$ cat config.mk
export PLATFORM = sky130hd
export DESIGN_NAME = sync_shift_unit
export DESIGN_NICKNAME = d
export VERILOG_FILES = /design/src/rtl/sync_shift_pkg.sv /design/src/rtl/sync_shift_ctrl.sv /design/src/rtl/sync_shift_dp.sv /design/src/rtl/sync_shift_unit.sv
export SDC_FILE = /design/constraint.sdc
export NUM_CORES = 1
export LEC_CHECK = 0
export BUFFER_PORTS_ARGS = -buffer_cell sky130_fd_sc_hd__buf_2
export CORE_MARGIN = 2
export CORE_UTILIZATION = 54
export CTS_CLUSTER_DIAMETER = 150
export DETAILED_ROUTE_END_ITERATION = 6
export PLACE_DENSITY_LB_ADDON = 0.12
export REMOVE_ABC_BUFFERS = 1
export SYNTH_ARGS = -nofsm -noshare
export SYNTH_HDL_FRONTEND = slang
export SYNTH_SLANG_ARGS = --single-unit
$ cat constraint.sdc
create_clock -name clk -period 1.6 [get_ports clk]
set_input_delay 0.32 -clock clk [delete_from_list [all_inputs] [get_ports clk]]
set_output_delay 0.32 -clock clk [all_outputs]
set_load 0.01 [all_outputs]
$ cat src/rtl/sync_shift_pkg.sv
package sync_shift_pkg;
  typedef struct packed {
    logic load;    // transfer accepted this cycle
    logic loadTx;  // accepted transfer is a transmit
    logic sample;  // rising shift edge: capture line
    logic shift;   // one cycle after rising edge: advance tx bit
    logic finish;  // capture of the final bit
  } shift_strobe_t;
endpackage

$ cat src/rtl/sync_shift_ctrl.sv
module sync_shift_ctrl
  import sync_shift_pkg::*;
#(
  parameter int DATA_W   = 8,
  parameter int HALF_CYC = 3
) (
  input  logic          clk,
  input  logic          rst,
  input  logic          wrValid,
  input  logic          rxStart,
  output shift_strobe_t strobe,
  output logic          sclk,
  output logic          busy,
  output logic          done,
  output logic          sdOe
);
  localparam int PH_W  = (HALF_CYC > 1) ? $clog2(HALF_CYC) : 1;
  localparam int BIT_W = (DATA_W > 1) ? $clog2(DATA_W) : 1;
  localparam logic [PH_W-1:0]  PH_LAST  = PH_W'(HALF_CYC - 1);
  localparam logic [BIT_W-1:0] BIT_LAST = BIT_W'(DATA_W - 1);

  logic [PH_W-1:0]  phaseCnt;
  logic [BIT_W-1:0] bitCnt;
  logic             phaseEnd;

  assign phaseEnd = (phaseCnt == PH_LAST);

  always_comb begin
    strobe        = '0;
    strobe.load   = !busy && (wrValid || rxStart);
    strobe.loadTx = wrValid;
    strobe.sample = busy && !sclk && phaseEnd;
    strobe.shift  = busy && sclk && (phaseCnt == '0);
    strobe.finish = strobe.sample && (bitCnt == BIT_LAST);
  end

  always_ff @(posedge clk) begin
    if (rst) begin
      busy     <= 1'b0;
      done     <= 1'b0;
      sclk     <= 1'b1;
      sdOe     <= 1'b0;
      phaseCnt <= '0;
      bitCnt   <= '0;
    end else begin
      done <= 1'b0;
      if (!busy) begin
        sdOe <= 1'b0;
        if (strobe.load) begin
          busy     <= 1'b1;
          sclk     <= 1'b0;
          phaseCnt <= '0;
          bitCnt   <= '0;
          sdOe     <= wrValid;
        end
      end else if (phaseEnd) begin
        phaseCnt <= '0;
        sclk     <= ~sclk;
        if (!sclk) begin
          if (bitCnt == BIT_LAST) begin
            busy <= 1'b0;
            done <= 1'b1;
          end else begin
            bitCnt <= bitCnt + 1'b1;
          end
        end
      end else begin
        phaseCnt <= phaseCnt + 1'b1;
      end
    end
  end
endmodule

$ cat src/rtl/sync_shift_dp.sv
module sync_shift_dp
  import sync_shift_pkg::*;
#(
  parameter int DATA_W = 8
) (
  input  logic              clk,
  input  logic              rst,
  input  shift_strobe_t     strobe,
  input  logic [DATA_W-1:0] wrData,
  input  logic              sdIn,
  output logic              sdOut,
  output logic [DATA_W-1:0] rxData
);
  logic [DATA_W-1:0] txReg;
  logic [DATA_W-1:0] rxReg;
  logic [DATA_W-1:0] rxNext;

  assign rxNext = {sdIn, rxReg[DATA_W-1:1]};
  assign sdOut  = txReg[0];

  always_ff @(posedge clk) begin
    if (rst) begin
      txReg  <= '0;
      rxReg  <= '0;
      rxData <= '0;
    end else begin
      if (strobe.load && strobe.loadTx)
        txReg <= wrData;
      else if (strobe.shift)
        txReg <= {1'b0, txReg[DATA_W-1:1]};
      if (strobe.load)
        rxReg <= '0;
      else if (strobe.sample)
        rxReg <= rxNext;
      if (strobe.finish)
        rxData <= rxNext;
    end
  end
endmodule

$ cat src/rtl/sync_shift_unit.sv
module sync_shift_unit
  import sync_shift_pkg::*;
#(
  parameter int DATA_W   = 8,
  parameter int HALF_CYC = 3
) (
  input  logic              clk,
  input  logic              rst,
  input  logic              wrValid,
  input  logic [DATA_W-1:0] wrData,
  input  logic              rxStart,
  input  logic              sdIn,
  output logic              sdOut,
  output logic              sdOe,
  output logic              sclk,
  output logic              busy,
  output logic              done,
  output logic [DATA_W-1:0] rxData
);
  shift_strobe_t strobe;

  sync_shift_ctrl #(.DATA_W(DATA_W), .HALF_CYC(HALF_CYC)) u_ctrl (
    .clk(clk), .rst(rst), .wrValid(wrValid), .rxStart(rxStart),
    .strobe(strobe), .sclk(sclk), .busy(busy), .done(done), .sdOe(sdOe)
  );

  sync_shift_dp #(.DATA_W(DATA_W)) u_dp (
    .clk(clk), .rst(rst), .strobe(strobe), .wrData(wrData),
    .sdIn(sdIn), .sdOut(sdOut), .rxData(rxData)
  );
endmodule

==> impl_metrics.env, run 1 <==
export IMPL_status="complete, no violations"
export IMPL_r2r_worst_path_cells=6
export IMPL_grt_max_degree=17
export IMPL_fmax_mhz=720
export IMPL_wl_um=2550
export IMPL_vdd_drop_max_uv=800
export IMPL_nets=192
export IMPL_cts_repair_resized=0
export IMPL_syn_avg_cell_area_um2=9.60
export IMPL_clock_sinks=32
export IMPL_root_buffer="clkbuf_4"
export IMPL_ys_seq_area_share_pct=45.4
export IMPL_grt_pass1_vias=926
export IMPL_start_util_pct=57.0
export IMPL_ys_seq_elements=32
export IMPL_n_antenna_cell=0
export IMPL_rsz0062_at_grt="no"
export IMPL_whs_ns=0.214
export IMPL_timing_critical_path_to="u_dp.rxData[3]$_SDFFE_PP0P_"
export IMPL_synth_area_leaders="dfxtp_1, a211oi_2, a21oi_1"
export IMPL_synth_distinct_cells=32
export IMPL_pwr_share_comb_pct=10.9
export IMPL_rr_endpoint="u_dp.rxData[3]$_SDFFE_PP0P_"
export IMPL_total_power_mw=1.63
export IMPL_antenna_found_initial=0
export IMPL_hold_path_class="input port to register"
export IMPL_worstPathRequired_ns=1.83
export IMPL_yosysWarningCount=0
export IMPL_arrival_ns=1.62
export IMPL_r2r_slack_ns=0.21
export IMPL_clk_latency_ns=0.34
export IMPL_skew_ns=0.0121
export IMPL_use_met1_pct=23.1
export IMPL_yosysTopAreaCell="dfxtp_1"
export IMPL_crit_chain="ha_1 -> ha_1 -> inv_1 -> buf_4 -> o21ai_0 -> a21oi_1"
export IMPL_p_sw_uw=391
export IMPL_core_area_um2=2480
export IMPL_placed_cell_area_um2=1560
export IMPL_synth_top_area_share_pct=45.4
export IMPL_seq_power_share_pct=52.0
export IMPL_cts_max_path_buffers=2
export IMPL_intPower_mw=1.24
export IMPL_synth_ff_type="dfxtp_1"
export IMPL_viasPerCell=5.48
export IMPL_cts_hold_buf=0
export IMPL_cts_tree="built"
export IMPL_num_rows=18
export IMPL_slew_headroom_pct=73.1
export IMPL_critPathMaxFanout=9
export IMPL_fin_ws_ns=0.211
export IMPL_share_clk_of_total_power_pct=37.1
export IMPL_tightest_slew_ns=0.400
export IMPL_critPathKind="register to register"
export IMPL_io_buffers=25
export IMPL_synth_edff_count=0
export IMPL_cpPeakStageDelay_ns=0.37
export IMPL_syn_cell_area_um2=1410
export IMPL_area_delta_synth_final_pct=16.4
export IMPL_drc=0
export IMPL_end_kind="register"
export IMPL_clkSlewWorstSetupHoldPaths_ns=0.11
export IMPL_vias=1140
export IMPL_crit_top_cell="ha_1"
export IMPL_cts_made_buffers=5
export IMPL_post_drt_wl_per_cell_um=12.2
export IMPL_grt_pass1_wl_um=4060
export IMPL_die_w_um=55.1
export IMPL_drive_above_1_share_pct=32.6
export IMPL_finalCritPeriodShare_pct=86.8
export IMPL_worst_path_max_delay_cell="dfxtp_1"
export IMPL_grt_overflow_total=0
export IMPL_finalCriticalPeriod_ns=1.39
export IMPL_drtPass1Iterations=4
export IMPL_place_gp_congestion=0.768
export IMPL_hpwlAfterDp_um=1820
export IMPL_gr_usage_met3_pct=8.60
export IMPL_hold_viol=0
export IMPL_io_pins=26
export IMPL_grt_busiest_layer="met2"
export IMPL_die_area_um2=3040
export IMPL_grt_use_total_pct=19.8
export IMPL_dp_slack_ns=0.193
export IMPL_netlist_instances=147
export IMPL_grt_use_met2_pct=31.0
export IMPL_drt_initial_drc_count=14
export IMPL_drv_cap=0
export IMPL_p_leak_nw=0.634
export IMPL_finalSetupViolations=0
export IMPL_cts_max_level=2
export IMPL_start_kind="register"
export IMPL_rr_startpoint="u_ctrl.bitCnt[0]$_SDFFE_PP0P_"
export IMPL_p_per_area_nw_per_um2=992
export IMPL_die_h_um=55.1
export IMPL_synthArstFlopShare_pct=0
export IMPL_antenna_left=0
export IMPL_fin_area_um2=1640
export IMPL_slew_violations=0
export IMPL_cts_setup_buffers=0
export IMPL_switching_share_pct=24.0
export IMPL_cp_startpoint="u_ctrl.bitCnt[0]$_SDFFE_PP0P_"
how the worst min path moves through the flow:
stage | slack [ns] | cells past startpoint | end | start
2_1_floorplan | 0.38 | 1 | u_ctrl.busy$_SDFF_PP0_ | rst
3_3_place_gp | 0.44 | 2 | u_dp.rxReg[1]$_SDFFE_PP0P_ | u_dp.rxReg[1]$_SDFFE_PP0P_
3_5_place_dp | 0.45 | 2 | u_dp.rxReg[1]$_SDFFE_PP0P_ | u_dp.rxReg[1]$_SDFFE_PP0P_
4_1_cts | 0.20 | 3 | u_dp.rxReg[7]$_SDFFE_PP0P_ | sdIn
5_1_grt | 0.22 | 3 | u_dp.rxReg[7]$_SDFFE_PP0P_ | sdIn
6_report | 0.21 | 3 | u_dp.txReg[7]$_SDFFE_PP0P_ | wrData[7]
cells in the mapped netlist (2+ instances only):
master / count
nor3_1: 9
buf_2: 3
a31o_2: 3
nor2b_1: 2
o21ai_0: 8
buf_6: 3
buf_4: 5
a21oi_1: 18
nor2_1: 3
nand2b_1: 2
ha_1: 2
mux2i_1: 7
nand3_1: 8
dfxtp_1: 32
clkbuf_1: 2
nand3b_1: 2
a211oi_2: 8
nand2_1: 16
cells in the final DEF (no fill, tap or decap), types with 3 or more instances in the layout:
cell type,n
a31o_2,3
mux2i_1,7
clkbuf_4,5
nand2_1,16
nand3_1,8
a211oi_2,8
o21ai_0,8
nor2_1,3
nor3_1,9
dfxtp_1,32
buf_4,11
a21oi_1,18
buf_2,25
through the flow:
step	utilization [%]	TNS, ns	cells
final	66.3	0	208
after detailed placement	63.1	0	200
after floorplan	-	-2.28	134
after global routing	66.3	0	208
after global placement	63.1	0	200
after CTS	66.3	0	208
logic make-up after synthesis:
group,share of synthesized area [%]
and+or+nand+nor,19.9
AOI/OAI and AO/OA,20.5
DFF,45.4
buffers and inverters,6.91
muxes,4.96
adders and majority gates,1.77
xor gates and xnor gates,0.621
flip-flops by register name, summed over array words and instances (netlist names):
name,cells
u_ctrl.busy,1
u_dp.rxData,8
u_ctrl.sdOe,1
u_dp.txReg,8
u_ctrl.done,1
u_ctrl.phaseCnt,2
u_dp.rxReg,7
u_ctrl.bitCnt,3
u_ctrl.sclk,1
worst max-delay path: cells and delay by family (launching register included):
kind                     cells  cell delay, ns
adder cells (fa/ha/maj)      2            0.42
flip-flops                   1            0.37
AO/OA/AOI/OAI                2            0.26
buffers and inverters        2            0.25
routing by layer:
metal  vias to the layer above  share of wire, %
met5                         -                 0
met4                         0               1.8
met3                         7               6.4
met2                        26                46
met1                       519                45
li1                        588                 -
layout make-up:
class | count | area (µm²)
fillers | 222 | 835
multi-input cells | 101 | 673
flip-flops and latches | 32 | 641
repair buffers | 36 | 208
clock inverters | 3 | 42.5
clock buffers | 5 | 37.5
well taps | 30 | 37.5
inverters | 1 | 3.75
power groups by stage:
stage / Combinational (mW) / Clock [mW] / Sequential [mW]
finish: 0.178 / 0.604 / 0.847
global route: 0.198 / 0.653 / 0.851
CTS: 0.181 / 0.622 / 0.847
detailed placement: 0.180 / 0 / 0.865
global placement: 0.175 / 0 / 0.863
floorplan: 0.107 / 0 / 0.867
(Power assumes the default switching activity.)
==> run 2: changes to the inputs <==
--- a/config.mk
+++ b/config.mk
@@ -5,7 +5,7 @@
 export SDC_FILE = /design/constraint.sdc
 export NUM_CORES = 1
 export LEC_CHECK = 0
-export BUFFER_PORTS_ARGS = -buffer_cell sky130_fd_sc_hd__buf_2
+export BUFFER_PORTS_ARGS = -buffer_cell sky130_fd_sc_hd__buf_4
 export CORE_MARGIN = 2
 export CORE_UTILIZATION = 54
 export CTS_CLUSTER_DIAMETER = 150
==> constraint.sdc (replaced) <==
create_clock -name clk -period 1.5 [get_ports clk]
set_input_delay 0.3 -clock clk [delete_from_list [all_inputs] [get_ports clk]]
set_output_delay 0.3 -clock clk [all_outputs]
set_load 0.01 [all_outputs]
==> run 2 against run 1 <==
Against the previous run:
- final area rose by 3.3%
- critical path depth did not move
- cell count fell by 0.48%
- hold slack got worse by 0.012 ns
- clock power fell by 15%
- sequential share of layout area fell by 1.2 points
- sequential cell count did not move
- critical path type unchanged
==> impl_metrics.env, run 2 (same netlist as run 1, synthesis figures left out) <==
export IMPL_status="complete, no violations"
export IMPL_whs_ns=0.203
export IMPL_dp_slack_ns=0.0576
export IMPL_reg_top3="u_dp.rxData (8), u_dp.txReg (8), u_dp.rxReg (7)"
export IMPL_p_leak_nw=0.632
export IMPL_root_buffer="clkbuf_4"
export IMPL_drc=0
export IMPL_post_drt_wl_per_cell_um=13.2
export IMPL_num_rows=18
export IMPL_fin_area_um2=1700
export IMPL_drive_above_1_share_pct=33.9
export IMPL_slew_headroom_pct=71.7
export IMPL_area_delta_synth_final_pct=20.2
export IMPL_io_buffers=25
export IMPL_grt_use_total_pct=20.0
export IMPL_critPathKind="register to register"
export IMPL_r2r_slack_ns=0.14
export IMPL_cts_hold_buf=0
export IMPL_drv_cap=0
export IMPL_cp_startpoint="u_ctrl.bitCnt[0]$_SDFFE_PP0P_"
export IMPL_vias=1149
export IMPL_final_cell_mix="buf_4, dfxtp_1, a21oi_1, nand2_1, nor3_1"
export IMPL_tightest_slew_ns=0.422
export IMPL_p_per_area_nw_per_um2=956
export IMPL_viasPerCell=5.55
export IMPL_critPathMaxFanout=9
export IMPL_timing_critical_path_to="u_dp.rxData[5]$_SDFFE_PP0P_"
export IMPL_die_area_um2=3040
export IMPL_hold_path_class="input port to register"
export IMPL_finalCritPeriodShare_pct=90.8
export IMPL_drt_initial_drc_count=17
export IMPL_rsz0062_at_grt="no"
export IMPL_end_kind="register"
export IMPL_fin_util_pct=68.5
export IMPL_io_pins=26
export IMPL_cts_made_buffers=5
export IMPL_cts_tree="built"
export IMPL_rr_endpoint="u_dp.rxData[5]$_SDFFE_PP0P_"
export IMPL_core_area_um2=2480
export IMPL_grt_pass1_wl_um=4180
export IMPL_dp_cells=199
export IMPL_setup_tns_ns=0
export IMPL_skew_ns=0.00679
export IMPL_place_gp_congestion=0.726
export IMPL_grt_max_degree=29
export IMPL_fin_ws_ns=0.138
export IMPL_clk_latency_ns=0.34
export IMPL_clock_sinks=32
export IMPL_grt_overflow_total=0
export IMPL_rr_startpoint="u_ctrl.bitCnt[0]$_SDFFE_PP0P_"
export IMPL_antenna_left=0
export IMPL_grt_pass1_vias=974
export IMPL_worstPathRequired_ns=1.72
export IMPL_instances_no_fill=207
export IMPL_vdd_drop_max_uv=836
export IMPL_fmax_mhz=734
export IMPL_hpwlAfterDp_um=1940
export IMPL_wl_um=2730
export IMPL_cts_max_level=2
export IMPL_placed_cell_area_um2=1620
export IMPL_antenna_found_initial=0
export IMPL_layout_commonest_cell="buf_4"
export IMPL_n_antenna_cell=0
export IMPL_start_util_pct=57.0
export IMPL_drtPass1Iterations=4
export IMPL_total_power_mw=1.62
export IMPL_arrival_ns=1.58
export IMPL_die_w_um=55.1
export IMPL_start_kind="register"
export IMPL_finalCriticalPeriod_ns=1.36
export IMPL_slew_violations=0
export IMPL_clkSlewWorstSetupHoldPaths_ns=0.09
export IMPL_finalSetupViolations=0
export IMPL_cts_max_path_buffers=2
export IMPL_hold_viol=0
export IMPL_die_h_um=55.1
export IMPL_nets=191
export IMPL_r2r_worst_path_cells=6
## run 2: final cells by class
class,count,area [µm²]
clock buffers,6,51.3
clock inverters,2,10.0
fillers,227,781
inverters,1,3.75
multi-input cells,101,691
flip-flops and latches,32,641
well taps,30,37.5
repair buffers,35,263
## run 2: report_power, final
group          switching, mW  leakage (nW)  internal, mW  total (mW)
sequential            0.0235         0.261         0.881       0.904
clock                  0.288        0.0380         0.223       0.511
combinational         0.0997         0.334         0.107       0.207
total                  0.411         0.632          1.21        1.62
## run 2: what timing repair did
item	4_1_cts	5_1_grt
gates resized for setup	0	4
endpoints found under the setup margin	0	17
buffers inserted	0	0
## run 2: critical path: stages (launching register included)
cell and delay (ns):
dfxtp_1 0.37, ha_2 0.21, ha_4 0.17, inv_1 0.06, buf_4 0.16, o21ai_0 0.18, a21oi_1 0.09
## run 2: worst min path at each step
stage / slack [ns] / from / cells past startpoint / endpoint
finish: 0.20 / wrData[7] / 3 / u_dp.txReg[7]$_SDFFE_PP0P_
global placement: 0.44 / u_dp.rxReg[1]$_SDFFE_PP0P_ / 2 / u_dp.rxReg[1]$_SDFFE_PP0P_
CTS: 0.20 / wrData[7] / 3 / u_dp.txReg[7]$_SDFFE_PP0P_
detailed placement: 0.45 / u_dp.rxReg[1]$_SDFFE_PP0P_ / 2 / u_dp.rxReg[1]$_SDFFE_PP0P_
floorplan: 0.36 / rst / 1 / u_ctrl.busy$_SDFF_PP0_
global route: 0.20 / wrData[7] / 3 / u_dp.txReg[7]$_SDFFE_PP0P_
## run 2: layer usage
layer  GRT usage, %  share of wire, %  vias to the layer above
met1           21.2                43                      536
met2           35.3                50                       26
met5              0                 0                        -
met3           8.06               5.5                        5
li1               -                 -                      582
met4           7.32               1.3                        0
==> run 3: changes to the inputs <==
--- a/config.mk
+++ b/config.mk
@@ -7,10 +7,10 @@
 export LEC_CHECK = 0
 export BUFFER_PORTS_ARGS = -buffer_cell sky130_fd_sc_hd__buf_4
 export CORE_MARGIN = 2
-export CORE_UTILIZATION = 54
+export CORE_UTILIZATION = 58
 export CTS_CLUSTER_DIAMETER = 150
 export DETAILED_ROUTE_END_ITERATION = 6
-export PLACE_DENSITY_LB_ADDON = 0.12
+export PLACE_DENSITY = 0.89
 export REMOVE_ABC_BUFFERS = 1
 export SYNTH_ARGS = -nofsm -noshare
 export SYNTH_HDL_FRONTEND = slang
==> constraint.sdc (replaced) <==
create_clock -name clk -period 1.6 [get_ports clk]
set_input_delay 0.32 -clock clk [delete_from_list [all_inputs] [get_ports clk]]
set_output_delay 0.32 -clock clk [all_outputs]
set_load 0.01 [all_outputs]
==> run 3 against run 2 <==
Against the previous run:
- largest cell class unchanged
- setup slack lost 0.0017 ns
- non-clock buffer count shrank 2
- combinational power shrank 11%
- highest routed layer unchanged
- sequential share of layout area grew 0.97 points
- clock skew grew 0.0048 ns
- cell count shrank 2.4%
- utilization grew 4.9 points
- sequential cell count is the same
- hold slack gained 0.049 ns
- die area shrank 6.4%
- critical endpoint is now busy
==> impl_metrics.env, run 3 (same netlist as run 1, synthesis figures left out) <==
export IMPL_status="complete, no violations"
export IMPL_wl_um=2830
export IMPL_grt_max_degree=29
export IMPL_clk_latency_ns=0.32
export IMPL_grt_use_total_pct=24.0
export IMPL_start_util_pct=62.6
export IMPL_fillers=171
export IMPL_vias=1203
export IMPL_critPathMaxFanout=9
export IMPL_drive_above_1_share_pct=31.6
export IMPL_placed_cell_area_um2=1600
export IMPL_arrival_ns=1.14
export IMPL_hold_depth=3
export IMPL_slew_headroom_pct=59.4
export IMPL_io_pins=26
export IMPL_grt_pass1_vias=1133
export IMPL_drt_initial_drc_count=35
export IMPL_cts_max_path_buffers=2
export IMPL_worst_path_max_delay_cell="dfxtp_1"
export IMPL_nets=189
export IMPL_grt_overflow_total=0
export IMPL_tightest_slew_ns=0.608
export IMPL_hold_viol=0
export IMPL_antenna_found_initial=0
export IMPL_core_area_um2=2250
export IMPL_crit_chain="buf_4 -> buf_4"
export IMPL_worstPathRequired_ns=1.28
export IMPL_cts_hold_buf=0
export IMPL_root_buffer="clkbuf_4"
export IMPL_cts_tree="built"
export IMPL_instances_no_fill=202
export IMPL_die_area_um2=2840
export IMPL_crit_top_cell="buf_4"
export IMPL_finalSetupViolations=0
export IMPL_drtPass1Iterations=4
export IMPL_p_leak_nw=0.616
export IMPL_place_gp_congestion=0.760
export IMPL_layout_commonest_cell="buf_4"
export IMPL_skew_ns=0.0116
export IMPL_r2r_worst_path_cells=6
export IMPL_viasPerCell=5.96
export IMPL_n_antenna_cell=0
export IMPL_hold_path_class="input port to register"
export IMPL_finalCriticalPeriod_ns=1.46
export IMPL_end_kind="primary output"
export IMPL_clkSlewWorstSetupHoldPaths_ns=0.09
export IMPL_die_w_um=53.3
export IMPL_reg_top3="u_dp.rxData (8), u_dp.txReg (8), u_dp.rxReg (7)"
export IMPL_drc=0
export IMPL_p_per_area_nw_per_um2=872
export IMPL_post_drt_wl_per_cell_um=14.0
export IMPL_hpwlAfterDp_um=2050
export IMPL_fmax_mhz=683
export IMPL_clock_sinks=32
export IMPL_start_kind="register"
export IMPL_io_buffers=25
export IMPL_critPathKind="register to primary output"
export IMPL_finalCritPeriodShare_pct=91.5
export IMPL_slew_violations=0
export IMPL_die_h_um=53.3
export IMPL_rsz0062_at_grt="no"
export IMPL_grt_pass1_wl_um=4840
export IMPL_multiInputGateArea_um2=681
export IMPL_drv_cap=0
export IMPL_cpPeakStageDelay_ns=0.51
export IMPL_final_cell_mix="buf_4, dfxtp_1, a21oi_1, nand2_1, nor3_1"
export IMPL_cts_made_buffers=5
export IMPL_antenna_left=0
export IMPL_fin_area_um2=1650
export IMPL_regArea_um2=641
export IMPL_vdd_drop_max_uv=670
export IMPL_area_delta_synth_final_pct=17.2
export IMPL_cts_max_level=2
export IMPL_dp_cells=195
export IMPL_num_rows=17
run 3: changes by cell type in the layout (fill, tap and decap cells not counted), sizes merged:
cell	previous run	this run
buf	35	33
clkinv	2	1
run 3: worst paths after layout:
check	start	end	slack, ns
hold / removal	wrData[7]	u_dp.txReg[7]$_SDFFE_PP0P_	0.25
setup / recovery	u_ctrl.busy$_SDFF_PP0_	busy	0.14
setup reg to reg	u_ctrl.bitCnt[0]$_SDFFE_PP0P_	u_dp.rxData[7]$_SDFFE_PP0P_	0.14
hold reg to reg	u_dp.txReg[7]$_SDFFE_PP0P_	u_dp.txReg[7]$_SDFFE_PP0P_	0.48
run 3: cell type report:
class,instances,area share (%)
clock inverter,1,0.303
multi-input combinational,101,41.1
clock buffer,6,2.50
tap,28,2.12
timing repair buffer,33,15.0
sequential,32,38.7
inverter,1,0.227
run 3: layer usage:
layer,GRT usage (%),vias up,part of all wire (%),wire (µm)
li1,-,580,-,-
met1,26.5,564,42,1200
met2,39.7,50,49,1390
met3,8.19,9,6.2,176
met4,13.2,0,2.3,66
met5,0,-,0,0
run 3: power breakdown:
group / total [mW] / internal, mW / switching, mW
clock: 0.409 / 0.162 / 0.247
sequential: 0.850 / 0.825 / 0.0244
combinational: 0.184 / 0.0945 / 0.0899
run 3: timing repair:
item	in CTS	in global routing
resized for setup	0	2
endpoints found under the setup margin	0	8
buffers inserted	0	0
run 3: metrics by stage:
step	setup TNS [ns]	setup WS [ns]	hold slack (ns)	power [mW]	utilization [%]
2_1_floorplan	-2.28	-0.286	0.385	0.974	-
3_3_place_gp	0	0.162	0.454	1.04	71.0
4_1_cts	0	0.0455	0.237	1.45	73.0
5_1_grt	0	0.0328	0.241	1.52	73.4
3_5_place_dp	0	0.0559	0.463	1.05	71.0
6_report	0	0.137	0.251	1.44	73.4
run 3: critical path, delay by kind of cell, from the launching register on:
| kind | cells | cell delay [ns] |
|---|---|---|
| flip-flops | 1 | 0.51 |
| buffers and inverters | 2 | 0.31 |
